**config.mk**
```make
export PLATFORM = sky130hd
export DESIGN_NAME = dab_bus_arb
export DESIGN_NICKNAME = d
export VERILOG_FILES = /design/src/rtl/dab_pkg.sv /design/src/rtl/dab_seq.sv /design/src/rtl/dab_node.sv /design/src/rtl/dab_wor.sv /design/src/rtl/dab_bus_arb.sv
export SDC_FILE = /design/constraint.sdc
export NUM_CORES = 1
export LEC_CHECK = 0
export CAP_MARGIN = 10
export CORE_MARGIN = 10
export CORE_UTILIZATION = 45
export CTS_BUF_LIST = sky130_fd_sc_hd__clkbuf_2 sky130_fd_sc_hd__clkbuf_4 sky130_fd_sc_hd__clkbuf_8
export DETAILED_ROUTE_END_ITERATION = 8
export PLACE_DENSITY = 0.8
export SKIP_CTS_REPAIR_TIMING = 1
export SYNTH_ARGS = -nofsm -noshare
export SYNTH_HDL_FRONTEND = slang
export SYNTH_SLANG_ARGS = --single-unit
```
**constraint.sdc**
```tcl
create_clock -name clk -period 2.3 [get_ports clk]
set_clock_uncertainty 0.15 [all_clocks]
set_input_delay 0.575 -clock clk [delete_from_list [all_inputs] [get_ports clk]]
set_output_delay 0.575 -clock clk [all_outputs]
set_load 0.05 [all_outputs]
```
**src/rtl/dab_pkg.sv**
```systemverilog
package dab_pkg;

  typedef enum logic [1:0] {
    PH_IDLE = 2'd0,
    PH_ARB  = 2'd1,
    PH_OWN  = 2'd2
  } phase_e;

  // Contention number for node idx (unique while stride is odd and
  // the node count does not exceed 2**width).
  function automatic int unsigned node_num(int unsigned idx, int unsigned stride,
                                           int unsigned offset, int unsigned width);
    return (idx * stride + offset) % (32'd1 << width);
  endfunction

endpackage

```
**src/rtl/dab_seq.sv**
```systemverilog
module dab_seq #(
  parameter int unsigned ID_W  = 4,
  localparam int unsigned BIT_W = (ID_W > 1) ? $clog2(ID_W) : 1
) (
  input  logic             clk,
  input  logic             rst_n,
  input  logic             any_req,
  input  logic             owner_req,
  output dab_pkg::phase_e  phase,
  output logic [BIT_W-1:0] bit_idx,
  output logic             start,
  output logic             step,
  output logic             clear
);
  import dab_pkg::*;

  localparam logic [BIT_W-1:0] TOP_BIT = BIT_W'(ID_W - 1);

  phase_e phase_q, phase_d;
  logic [BIT_W-1:0] idx_q, idx_d;

  assign start = (phase_q == PH_IDLE) && any_req;
  assign step  = (phase_q == PH_ARB);
  assign clear = (phase_q == PH_OWN) && !owner_req;

  always_comb begin
    phase_d = phase_q;
    idx_d   = idx_q;
    unique case (phase_q)
      PH_IDLE: begin
        if (any_req) begin
          phase_d = PH_ARB;
          idx_d   = TOP_BIT;
        end
      end
      PH_ARB: begin
        if (idx_q == '0) phase_d = PH_OWN;
        else             idx_d   = idx_q - 1'b1;
      end
      PH_OWN: begin
        if (!owner_req) phase_d = PH_IDLE;
      end
      default: phase_d = PH_IDLE;
    endcase
  end

  always_ff @(posedge clk) begin
    if (!rst_n) begin
      phase_q <= PH_IDLE;
      idx_q   <= '0;
    end else begin
      phase_q <= phase_d;
      idx_q   <= idx_d;
    end
  end

  assign phase   = phase_q;
  assign bit_idx = idx_q;

endmodule

```
**src/rtl/dab_node.sv**
```systemverilog
module dab_node #(
  parameter int unsigned ID_W    = 4,
  parameter int unsigned NODE_ID = 0,
  localparam int unsigned BIT_W  = (ID_W > 1) ? $clog2(ID_W) : 1
) (
  input  logic             clk,
  input  logic             rst_n,
  input  logic             start,
  input  logic             step,
  input  logic             clear,
  input  logic             own_phase,
  input  logic             req_i,
  input  logic [BIT_W-1:0] bit_idx,
  input  logic             line_i,
  output logic             drive_o,
  output logic             grant_o
);
  localparam logic [ID_W-1:0] MY_NUM = ID_W'(NODE_ID);

  logic competing_q;
  logic my_bit;

  assign my_bit = MY_NUM[bit_idx];

  always_ff @(posedge clk) begin
    if (!rst_n)                                 competing_q <= 1'b0;
    else if (start)                             competing_q <= req_i;
    else if (step && competing_q && !my_bit && line_i) competing_q <= 1'b0;
    else if (clear)                             competing_q <= 1'b0;
  end

  assign drive_o = step && competing_q && my_bit;
  assign grant_o = own_phase && competing_q;

endmodule

```
**src/rtl/dab_wor.sv**
```systemverilog
module dab_wor #(
  parameter int unsigned NODES = 8
) (
  input  logic [NODES-1:0] drv,
  output logic             line
);
  logic [NODES:0] chain;
  assign chain[0] = 1'b0;
  for (genvar i = 0; i < NODES; i++) begin : g_or
    assign chain[i+1] = chain[i] | drv[i];
  end
  assign line = chain[NODES];
endmodule

```
**src/rtl/dab_bus_arb.sv**
```systemverilog
module dab_bus_arb #(
  parameter int unsigned NODES     = 8,
  parameter int unsigned ID_W      = 4,
  parameter int unsigned ID_STRIDE = 5,
  parameter int unsigned ID_OFFSET = 3
) (
  input  logic             clk,
  input  logic             rst_n,
  input  logic [NODES-1:0] req,
  output logic [NODES-1:0] grant,
  output logic             bus_busy,
  output logic             arb_phase,
  output logic             arb_line
);
  import dab_pkg::*;

  localparam int unsigned BIT_W = (ID_W > 1) ? $clog2(ID_W) : 1;

  phase_e           phase;
  logic [BIT_W-1:0] bit_idx;
  logic             start, step, clear;
  logic [NODES-1:0] drv;
  logic             line;
  logic             owner_req;

  assign owner_req = |(req & grant);

  dab_seq #(.ID_W(ID_W)) seq_i (
    .clk(clk), .rst_n(rst_n), .any_req(|req), .owner_req(owner_req),
    .phase(phase), .bit_idx(bit_idx), .start(start), .step(step), .clear(clear)
  );

  for (genvar i = 0; i < NODES; i++) begin : g_node
    dab_node #(
      .ID_W(ID_W),
      .NODE_ID(node_num(i, ID_STRIDE, ID_OFFSET, ID_W))
    ) node_i (
      .clk(clk), .rst_n(rst_n), .start(start), .step(step), .clear(clear),
      .own_phase(phase == PH_OWN), .req_i(req[i]), .bit_idx(bit_idx),
      .line_i(line), .drive_o(drv[i]), .grant_o(grant[i])
    );
  end

  dab_wor #(.NODES(NODES)) wor_i (.drv(drv), .line(line));

  assign arb_line  = line;
  assign arb_phase = (phase == PH_ARB);
  assign bus_busy  = (phase == PH_OWN);

endmodule

```
==> impl_metrics.csv <==
group,metric,value,unit
clock_network,clk_path_buf_depth,2,
power,leakagePower,0.531,nW
layout,area_growth,58.7,%
timing,rsz0062_at_grt,"true",
clock_network,cts_buffers,3,
min_path,whs_path_depth,2,
yosys,synth_fp_nets,115,
timing,drv_slew,0,
yosys,synth_ff_type,"dfxtp_1",
yosys,synth_area,836,µm²
layout,drive_gt1_share,34.1,%
clock_network,clock-root-buffer,"clkbuf_4",
die,pin_count,21,
route,routedWlPerCell,18.4,µm
timing,min_period,2.44,ns
yosys,async_flop_share,0,%
placement,routabilityCongestion,0.933,
route,via_per_inst,6.26,
timing,tns,-0.144,ns
power,p_sw,0.000365,W
die,dieWidth,63.1,µm
timing,setup-violations-final,2,
run_status,run_status,"complete, but fails checks",
job,cap_violations,0,
die,start_util,47.9,%
layout,final_common_cell,"buf_4",
power,power_frac_comb,53.2,%
yosys,ys_seq_area_share,28.7,%
power,power_report.internal_total,0.000504,W
route,drc,0,
timing,tightest_slew,0.301,ns
run_status,violations,"setup timing",
clock_network,cts_max_level,1,
worst_setup_path,cp_data_required_time,1.57,ns
grt,grt_pass1_wl,4580,µm
placement,place_area,0.00125,mm²
worst_setup_path,start_kind,"flip-flop",
route,vias,983,
min_path,min-delay-start,"g_node[0].node_i.competing_q",
yosys,synth.distinct_cells,28,
worst_setup_path,crit_start,"seq_i.bit_idx[0]",
power,ir_drop,0.582,mV
worst_setup_path,critPathMaxFanout,3,
min_path,worst_hold_path.endpoint,"g_node[0].node_i.competing_q",
yosys,synth.avg_cell_area,8.36,µm²
placement,port_buffers,20,
route,wl,2890,µm
yosys,yosysWarnings,0,
yosys,netlist_instances,100,
worst_setup_path,r2r_start,"seq_i.bit_idx[0]",
timing,setup_ws,-0.139,ns
layout,diodes,0,
timing,hold_viol_final,0,
timing,max_freq,410,MHz
layout,nets,149,
clock_network,clkSlewWorstSetupHoldPaths,0.08,ns
die,core.rowCount,15,
die,coreArea,0.00175,mm²
grt,grt_usage,13.6,%
power,power_density,656,mW/mm²
die,die_area,0.00398,mm²
min_path,hold_class,"reg -> reg",
grt,grt_overflow,0,
timing,relSlewSlack,79.4,%
die,die_h,63.1,µm
grt,grt_pass1_vias,906,
clock_network,cts_num_sinks,12,
worst_setup_path,crit_path_end_kind,"primary output",
route,ant_nets,0,
placement,dp_hpwl,2020,µm
yosys,ys_ff_latch,12,
route,dr.pass1.iters,4,
clock_network,clock_latency,0.28,ns
power,seqPwrFrac,31.1,%
grt,grt_max_degree,15,
timing,period_share,106,%
route,drt_iter0_markers,72,
layout,final_cell_mix,"buf_4 (18), dfxtp_1 (10), buf_12 (10)",
power,pwr-share-clk,15.7,%
worst_setup_path,worst_r2r_endpoint,"g_node[7].node_i.competing_q",
worst_setup_path,critPathKind,"reg -> out",
power,switching_share,42.0,%
clock_network,cts_tree,"done",
grt,grt_antenna_before_repair,0,
worst_setup_path,arrival,1.71,ns
layout,fin_area,0.00133,mm²
worst_setup_path,r2r_slack,0.16,ns
yosys,synth_edf_count,0,
worst_setup_path,reg2regPathDepth,8,
-- cell type report --
class / count / area, µm²
Clock buffer: 3 / 22.5
Fill cell: 115 / 419
Inverter: 9 / 36.3
Multi-Input combinational cell: 70 / 557
Sequential cell: 12 / 243
Tap cell: 25 / 31.3
Timing Repair Buffer: 38 / 437
-- sequential cells by signal, indices dropped and copies added, names as in the netlist --
| signal | count |
|---|---|
| g_node.node_i.competing_q | 8 |
| seq_i.bit_idx | 2 |
| seq_i.phase | 2 |
-- per-layer routing --
metal / wire (µm) / part of all wire (%) / vias up / global-route usage, %
li1: - / - / 438 / -
met1: 1180 / 41 / 451 / 16.2
met2: 1380 / 48 / 79 / 22.7
met3: 256 / 8.9 / 15 / 3.00
met4: 73 / 2.5 / 0 / 6.15
met5: 0 / 0 / - / 0
-- how the worst max path moves through the flow --
stage,slack [ns],cells after the start,endpoint
2_1_floorplan,0.04,5,arb_line
3_3_place_gp,-0.21,5,g_node[6].node_i.competing_q
3_5_place_dp,-0.27,5,g_node[6].node_i.competing_q
4_1_cts,-0.26,6,arb_line
5_1_grt,-0.17,6,arb_line
6_report,-0.14,6,arb_line
-- cell usage after synthesis (2+ instances only) --
cell type   n  area share (%)
and2_1      7             5.2
nand3_1     3             1.8
inv_1       8             3.6
a22oi_1     6             5.4
o41ai_1     2             2.1
a311oi_1    2             2.1
a21oi_1     5             3.0
ha_1        5             7.5
o211ai_1    6             5.4
buf_4       8             7.2
nor2_1      6             2.7
dfxtp_1    12              29
a221oi_1    8             8.4
nand2_1     7             3.1
nand2b_1    2             1.5
-- metrics by stage --
step | hold WS (ns) | util [%] | setup WS [ns] | cells | power, W
global route | 0.437 | 76.0 | -0.169 | 157 | 0.000911
global placement | 0.372 | 71.5 | -0.211 | 151 | 0.000655
detailed placement | 0.393 | 71.5 | -0.266 | 151 | 0.000671
CTS | 0.407 | 72.8 | -0.260 | 154 | 0.000802
finish | 0.412 | 76.0 | -0.139 | 157 | 0.000870
floorplan | 0.344 | - | 0.0368 | 100 | 0.000506
-- power by group through the flow --
| stage | registers [W] | logic, W | clock network, W |
|---|---|---|---|
| final | 0.000270 | 0.000463 | 0.000137 |
| after global routing | 0.000273 | 0.000491 | 0.000147 |
| after CTS | 0.000264 | 0.000405 | 0.000132 |
| after detailed placement | 0.000269 | 0.000402 | 0 |
| after global placement | 0.000266 | 0.000389 | 0 |
| after floorplan | 0.000267 | 0.000238 | 0 |
-- cell families (layout without fill, tap and decap cells) --
logic type	after synthesis	after routing	share of synthesized area [%]
AO/OA/AOI/OAI	35	36	32.9
multiplexers	1	1	1.20
adder cells (fa/ha/maj)	5	5	7.49
AND/OR/NAND/NOR	28	28	17.4
buffers and inverters	19	50	12.3
flip-flops	12	12	28.7
-- critical path: stages (launching register included) --
cell and delay (ns):
dfxtp_2 0.34, inv_2 0.04, ha_4 0.25, a22o_1 0.22, a221oi_4 0.26, a31oi_4 0.14
buf_6 0.18
(Power assumes the default switching activity.)
